[src/rtl/dbg_inject_pkg.sv]
package dbg_inject_pkg;
    localparam int ADDR_W = 6;
    localparam int DATA_W = 64;
    localparam int REG_W  = 32;
    localparam int NTHR   = 4;
    localparam int TID_W  = $clog2(NTHR);
    localparam int EXT_W  = 4;
    localparam int STAT_W = 3;

    // register numbers
    localparam logic [ADDR_W-1:0] A_INSCMD  = 6'h28;
    localparam logic [ADDR_W-1:0] A_INS     = 6'h29;
    localparam logic [ADDR_W-1:0] A_CMD     = 6'h2a;
    localparam logic [ADDR_W-1:0] A_DATA    = 6'h2d;
    localparam logic [ADDR_W-1:0] A_THR     = 6'h30;
    localparam logic [ADDR_W-1:0] A_THR_AND = 6'h31;
    localparam logic [ADDR_W-1:0] A_THR_OR  = 6'h32;
    localparam logic [ADDR_W-1:0] A_CFG     = 6'h33;

    // command field positions
    localparam int C_EXT_LO = 28;
    localparam int C_EN     = 19;
    localparam int C_TID_LO = 17;
    localparam int C_EXEC   = 16;
    localparam int C_FLUSH  = 11;

    localparam int CFG_DBG = 31;
    localparam int CFG_INJ = 30;

    localparam logic [REG_W-1:0]  THR_MASK = 32'hFFFF_0800;
    localparam logic [STAT_W-1:0] ST_ERR   = 3'b010;

    typedef struct packed {
        logic [REG_W-1:0] thr;
        logic [REG_W-1:0] cfg;
    } ctl_state_t;

    typedef struct packed {
        logic [REG_W-1:0]  insn;
        logic [REG_W-1:0]  cmd;
        logic [STAT_W-1:0] stat;
        logic [DATA_W-1:0] data;
        logic              busy;
        logic              inj_valid;
        logic [REG_W-1:0]  inj_insn;
        logic [TID_W-1:0]  inj_tid;
        logic [EXT_W-1:0]  inj_ext;
        logic              flush;
    } ram_state_t;
endpackage

[src/rtl/dbg_ctl_regs.sv]
module dbg_ctl_regs
    import dbg_inject_pkg::*;
(
    input  logic              clk,
    input  logic              rst_n,
    input  logic              wr_en,
    input  logic [ADDR_W-1:0] addr,
    input  logic [REG_W-1:0]  wdata,
    output logic [REG_W-1:0]  thr_q,
    output logic [REG_W-1:0]  cfg_q
);
    ctl_state_t q, d;

    always_comb begin
        d = q;
        if (wr_en) begin
            case (addr)
                A_THR:     d.thr = wdata & THR_MASK;
                A_THR_AND: d.thr = q.thr & wdata;
                A_THR_OR:  d.thr = (q.thr | wdata) & THR_MASK;
                A_CFG:     d.cfg = wdata;
                default:   ;
            endcase
        end
    end

    always_ff @(posedge clk or negedge rst_n) begin
        if (!rst_n) q <= '0;
        else        q <= d;
    end

    assign thr_q = q.thr;
    assign cfg_q = q.cfg;

    p_thr_mask_r9: assert property (@(posedge clk) disable iff (!rst_n)
        (q.thr & ~THR_MASK) == '0);

    p_and_no_set_r9: assert property (@(posedge clk) disable iff (!rst_n)
        (wr_en && addr == A_THR_AND) |=> ((q.thr & ~$past(q.thr)) == '0));

    p_or_no_clear_r9: assert property (@(posedge clk) disable iff (!rst_n)
        (wr_en && addr == A_THR_OR) |=> ((q.thr & $past(q.thr)) == $past(q.thr)));
endmodule

[src/rtl/dbg_ram_unit.sv]
module dbg_ram_unit
    import dbg_inject_pkg::*;
(
    input  logic              clk,
    input  logic              rst_n,
    input  logic              wr_en,
    input  logic [ADDR_W-1:0] addr,
    input  logic [DATA_W-1:0] wdata,
    input  logic              cfg_dbg,
    input  logic              cfg_inj,
    input  logic [NTHR-1:0]   thr_stop,
    input  logic              core_done,
    input  logic              core_error,
    input  logic              core_intr,
    input  logic [DATA_W-1:0] core_result,
    output logic [REG_W-1:0]  insn_rd,
    output logic [REG_W-1:0]  cmd_rd,
    output logic [DATA_W-1:0] data_rd,
    output logic              inj_valid,
    output logic [REG_W-1:0]  inj_insn,
    output logic [TID_W-1:0]  inj_thread,
    output logic [EXT_W-1:0]  inj_ext,
    output logic              flush_req
);
    ram_state_t q, d;

    logic             cmd_wr, exec_req, grant, any_pulse;
    logic [REG_W-1:0] new_cmd, new_insn;
    logic [TID_W-1:0] tid;

    always_comb begin
        cmd_wr    = wr_en && (addr == A_INSCMD || addr == A_CMD);
        new_cmd   = {wdata[REG_W-1:STAT_W], {STAT_W{1'b0}}};
        new_insn  = (addr == A_INSCMD) ? wdata[DATA_W-1:REG_W] : q.insn;
        tid       = new_cmd[C_TID_LO +: TID_W];
        exec_req  = cmd_wr && new_cmd[C_EN] && new_cmd[C_EXEC];
        grant     = exec_req && cfg_dbg && cfg_inj && thr_stop[tid];
        any_pulse = core_done || core_error || core_intr;

        d           = q;
        d.inj_valid = 1'b0;
        d.flush     = 1'b0;

        if (wr_en && addr == A_INS)  d.insn = wdata[REG_W-1:0];
        if (wr_en && addr == A_DATA) d.data = wdata;

        if (cmd_wr) begin
            d.insn = new_insn;
            d.cmd  = new_cmd;
            if (new_cmd[C_EN] && new_cmd[C_FLUSH]) begin
                d.flush   = 1'b1;
                d.inj_tid = tid;
            end
        end

        if (exec_req) begin
            if (grant) begin
                d.inj_valid = 1'b1;
                d.inj_insn  = new_insn;
                d.inj_tid   = tid;
                d.inj_ext   = new_cmd[C_EXT_LO +: EXT_W];
                d.stat      = '0;
                d.busy      = 1'b1;
            end else begin
                d.stat = ST_ERR;
                d.busy = 1'b0;
            end
        end else if (q.busy && any_pulse) begin
            d.stat = q.stat | {core_intr, core_error, core_done};
            d.data = core_result;
            d.busy = 1'b0;
        end
    end

    always_ff @(posedge clk or negedge rst_n) begin
        if (!rst_n) q <= '0;
        else        q <= d;
    end

    assign insn_rd    = q.insn;
    assign cmd_rd     = {q.cmd[REG_W-1:STAT_W], q.stat};
    assign data_rd    = q.data;
    assign inj_valid  = q.inj_valid;
    assign inj_insn   = q.inj_insn;
    assign inj_thread = q.inj_tid;
    assign inj_ext    = q.inj_ext;
    assign flush_req  = q.flush;

    p_issue_clears_r4: assert property (@(posedge clk) disable iff (!rst_n)
        q.inj_valid |-> (q.stat == '0 && q.busy));

    p_refuse_err_r5: assert property (@(posedge clk) disable iff (!rst_n)
        (exec_req && !grant) |=> (q.stat == ST_ERR && !q.inj_valid));

    p_done_sets_r6: assert property (@(posedge clk) disable iff (!rst_n)
        (q.busy && core_done && !exec_req) |=> (q.stat[0] && !q.busy));

    p_idle_cmd_r8: assert property (@(posedge clk) disable iff (!rst_n)
        (cmd_wr && !new_cmd[C_EN]) |=> (!q.inj_valid && !q.flush && $stable(q.stat)));
endmodule

[src/rtl/dbg_inject_ctl.sv]
module dbg_inject_ctl
    import dbg_inject_pkg::*;
(
    input  logic              clk,
    input  logic              rst_n,
    input  logic              reg_wr,
    input  logic [ADDR_W-1:0] reg_addr,
    input  logic [DATA_W-1:0] reg_wdata,
    output logic [DATA_W-1:0] reg_rdata,
    output logic              inj_valid,
    output logic [REG_W-1:0]  inj_insn,
    output logic [TID_W-1:0]  inj_thread,
    output logic [EXT_W-1:0]  inj_ext,
    output logic              flush_req,
    input  logic              core_done,
    input  logic              core_error,
    input  logic              core_intr,
    input  logic [DATA_W-1:0] core_result,
    output logic [REG_W-1:0]  thr_ctl
);
    localparam int PAD_W = DATA_W - REG_W;

    logic [REG_W-1:0]  thr_q, cfg_q, insn_rd, cmd_rd;
    logic [DATA_W-1:0] data_rd;
    logic [NTHR-1:0]   thr_stop;

    dbg_ctl_regs u_ctl (
        .clk   (clk),
        .rst_n (rst_n),
        .wr_en (reg_wr),
        .addr  (reg_addr),
        .wdata (reg_wdata[REG_W-1:0]),
        .thr_q (thr_q),
        .cfg_q (cfg_q)
    );

    // stop bit of thread n sits at REG_W-1-n
    for (genvar n = 0; n < NTHR; n++) begin : g_stop
        assign thr_stop[n] = thr_q[REG_W-1-n];
    end

    dbg_ram_unit u_ram (
        .clk         (clk),
        .rst_n       (rst_n),
        .wr_en       (reg_wr),
        .addr        (reg_addr),
        .wdata       (reg_wdata),
        .cfg_dbg     (cfg_q[CFG_DBG]),
        .cfg_inj     (cfg_q[CFG_INJ]),
        .thr_stop    (thr_stop),
        .core_done   (core_done),
        .core_error  (core_error),
        .core_intr   (core_intr),
        .core_result (core_result),
        .insn_rd     (insn_rd),
        .cmd_rd      (cmd_rd),
        .data_rd     (data_rd),
        .inj_valid   (inj_valid),
        .inj_insn    (inj_insn),
        .inj_thread  (inj_thread),
        .inj_ext     (inj_ext),
        .flush_req   (flush_req)
    );

    always_comb begin
        case (reg_addr)
            A_INS:   reg_rdata = {{PAD_W{1'b0}}, insn_rd};
            A_CMD:   reg_rdata = {{PAD_W{1'b0}}, cmd_rd};
            A_DATA:  reg_rdata = data_rd;
            A_THR:   reg_rdata = {{PAD_W{1'b0}}, thr_q};
            A_CFG:   reg_rdata = {{PAD_W{1'b0}}, cfg_q};
            default: reg_rdata = '0;
        endcase
    end

    assign thr_ctl = thr_q;

    p_inject_gated_r4: assert property (@(posedge clk) disable iff (!rst_n)
        inj_valid |-> (cfg_q[CFG_DBG] && cfg_q[CFG_INJ] && thr_stop[inj_thread]));
endmodule

[config.mk]
export PLATFORM = sky130hd
export DESIGN_NAME = dbg_inject_ctl
export DESIGN_NICKNAME = d
export VERILOG_FILES = /design/src/rtl/dbg_inject_pkg.sv /design/src/rtl/dbg_ctl_regs.sv /design/src/rtl/dbg_ram_unit.sv /design/src/rtl/dbg_inject_ctl.sv
export SDC_FILE = /design/constraint.sdc
export NUM_CORES = 1
export LEC_CHECK = 0
export BUFFER_PORTS_ARGS = -buffer_cell sky130_fd_sc_hd__buf_4
export CAP_MARGIN = 10
export CORE_MARGIN = 5
export CORE_UTILIZATION = 28
export DETAILED_ROUTE_END_ITERATION = 12
export MAX_ROUTING_LAYER = met4
export PLACE_DENSITY = 0.56
export SYNTH_ARGS = -nofsm -noshare
export SYNTH_HDL_FRONTEND = slang
export SYNTH_SLANG_ARGS = --single-unit
[constraint.sdc]
create_clock -name clk -period 1.7 [get_ports clk]
set_input_delay 0.255 -clock clk [delete_from_list [all_inputs] [get_ports clk]]
set_output_delay 0.255 -clock clk [all_outputs]
set_load 0.01 [all_outputs]
==> impl_metrics.csv <==
group,metric,value,unit
global_route,grtUsageTotal,19.45,%
worst_setup_path,cp.buffers_inverters,2,
logic_synthesis,synth_top_area_cell,"dfrtp_1",
sta,final-hold-violation-count,0,
sta,finalSetupViolCount,62,
hold_path,worst_hold_path_type,"in2reg",
final_layout,layout_common_cells,"buf_4, dfrtp_1, nor2_1",
route,ant_nets,0,
sta,period_needed,1987,ps
route,drt-total-wl,45530,um
placed_design,dp_slack,-188.3,ps
worst_setup_path,crit_slowest_cell,"dfrtp_1",
worst_setup_path,worstSetupStartpoint,"u_ctl.thr_q[30]",
hold_path,min_path_cells,3,
worst_setup_path,critPathCaptureType,"primary output",
sta,fmax,503.2,MHz
final_layout,final_core_util,44.01,%
sta,tightest_slew,470.2,ps
worst_setup_path,path_class,"reg2out",
sta,skew,19.04,ps
logic_synthesis,synthesis.area,11180,um^2
route,viasPerCell,4.991,
logic_synthesis,synth_area_leaders,"dfrtp_1, mux2_2, mux2i_1",
route,wl_per_cell,22.74,um
floorplan,die_h,209.8,um
clock_tree,clk_latency,580,ps
global_route,first_global_vias,10098,
logic_synthesis,synth-edff-count,0,
power,pwr_density_cell,898.0,nW/um^2
logic_synthesis,yosysWarnings,0,
worst_setup_path,timing.rr.end,"u_ram.inj_insn[26]",
clock_tree,cts_root_buffer,"clkbuf_16",
logic_synthesis,ys.flop_type,"dfrtp_1",
clock_tree,cts_made_buffers,29,
clock_tree,clock-sinks,233,
hold_path,min_from,"reg_wdata[60]",
worst_setup_path,crit_arrival,1730,ps
placed_design,routabilityCongestion,0.8808,
logic_synthesis,netlist-cell-type-count,38,
worst_setup_path,r2r_slack,60,ps
floorplan,core,39640,um^2
floorplan,die_w,209.8,um
outcome,status,"complete, but fails checks",
clock_tree,max-clock-path-buffers,3,
final_layout,instances_no_fill,2002,
sta,fin_ws,-287.3,ps
global_route,grt_max_degree,50,
global_route,overflow,0,
final_layout,nets,1596,
sta,maxSlewHeadroom,68.41,%
clock_tree,clk_pin_slew,60,ps
sta,rsz0062_at_grt,"yes",
sta,drv_slew,0,
sta,fin_tns_setup,-6644,ps
hold_path,min_to,"u_ram.insn_rd[28]",
run,cap_viol_max_count,0,
floorplan,io_pins,276,
worst_setup_path,setup.worst_path.start_class,"flop",
worst_setup_path,reg2reg_from,"u_ctl.thr_q[30]",
global_route,grt_pass1_wl,64530,um
clock_tree,htree_levels,1,
logic_synthesis,ys_seq_elements,233,
logic_synthesis,synth_top_area_share,52.17,%
route,first_pass_iters,5,
outcome,violations,"setup timing",
logic_synthesis,synth_nets,1150,
placed_design,dp_cells,1788,
logic_synthesis,synthArstFlopShare,100.0,%
global_route,antenna_found_initial,0,
floorplan,start_util,28.19,%
worst_setup_path,cpPeakStageDelay,390,ps
logic_synthesis,seq_area_frac_synth,52.17,%
worst_setup_path,crit_family,"flip-flops",
worst_setup_path,reg2reg_depth,6,
worst_setup_path,critPathMaxFanout,2,
final_layout,antennaDiodeCount,0,
route,drc_errors,0,
route,drtIter0Drc,702,
final_layout,area_growth,56.09,%
power,leakagePower,8.381,nW
final_layout,layout_commonest_cell,"buf_4",
logic_synthesis,synthCells,1010,
worst_setup_path,crit_chain,"buf_6, a222oi_1, nand2_1, buf_6",
worst_setup_path,critPathRequiredTime,1440,ps
clock_tree,cts_tree,"yes",
floorplan,dieArea,44010,um^2
placed_design,hpwlAfterDp,30150,um
final_layout,drive_gt1_share,42.11,%
floorplan,rows,73,
power,peakVddDrop,0.7846,mV
placed_design,portBuffers,275,
worst_setup_path,cp_common_cell,"buf_6",
route,num_vias,9992,
power,fin_total_pwr,15.67,mW
logic_synthesis,syn_avg_cell_area,11.07,um^2
sta,finalCritPeriodShare,116.9,%
==> cell families after synthesis <==
group / synth area share [%]
multiplexers: 19.11
flip-flops: 52.17
AND/OR/NAND/NOR: 9.998
buffers and inverters: 5.408
AO/OA/AOI/OAI: 13.31
==> how the worst max path moves through the flow <==
stage / cells past startpoint / slack, ps / to
floorplan: 6 / -6 / u_ram.inj_insn[22]
global placement: 9 / -190 / reg_rdata[7]
detailed placement: 7 / -190 / reg_rdata[0]
CTS: 4 / -320 / reg_rdata[30]
global route: 4 / -440 / reg_rdata[30]
finish: 4 / -290 / reg_rdata[30]
==> worst register-to-register path, stage by stage (launching register included) <==
cell and delay [ps]:
dfrtp_1 390, buf_4 150, mux2i_4 150, o22ai_4 120
nand2_4 160, clkbuf_16 200, mux2_2 340
==> cells in the mapped netlist (17+ instances only) <==
cell type / instances
a21oi_1: 95
and2_1: 33
buf_4: 40
nor2_1: 125
mux2_2: 114
dfrtp_1: 233
o22ai_1: 33
a222oi_1: 32
mux2i_1: 66
mux2_1: 17
buf_2: 30
clkbuf_1: 32
nand2_1: 58
a22oi_1: 32
==> registers in the layout, indices dropped and copies added, names as in the netlist <==
name and cells:
u_ram.insn_rd 32, u_ctl.cfg_q 32, u_ram.q 1, u_ram.data_rd 64, u_ram.inj_insn 32, u_ctl.thr_q 32
u_ram.inj_valid 1, u_ram.cmd_rd 32, u_ram.inj_thread 2, u_ram.inj_ext 4, u_ram.flush_req 1
==> report_power, final <==
part           internal [mW]  switching [mW]
combinational           1.27           0.945
sequential              6.24           0.565
clock                   4.09            2.56
==> layout make-up <==
class / instances / area [um^2]
clock buffers: 39 / 843.3
clock inverters: 13 / 192.7
fillers: 3746 / 22200
inverters: 1 / 3.754
multi-input cells: 666 / 4969
flip-flops and latches: 233 / 5832
well taps: 525 / 656.9
repair buffers: 525 / 4947
==> metal layers <==
layer	up-vias	part of all wire, %	GRT usage (%)
met1	5053	46	27.27
met4	0	2.3	4.298
li1	4551	-	-
met5	-	0	-
met3	62	6.9	4.888
met2	326	45	28.62
==> repair_timing <==
item                                   4_1_cts  5_1_grt
hold buffers                               110        0
gates cloned                                 4        9
resized for setup                           49       46
endpoints found under the hold margin      400        0
pin swaps                                   45        9
setup buffers                               35        6
setup endpoints to repair                   62      116
==> stage by stage <==
step	hold WS [ps]	instance area (um^2)
3_3_place_gp	179.6	14340
5_1_grt	29.55	17440
6_report	27.94	17440
4_1_cts	0.8106	17060
2_1_floorplan	-40.59	11190
3_5_place_dp	179.6	14340
Power figures use the tool's default switching activity.
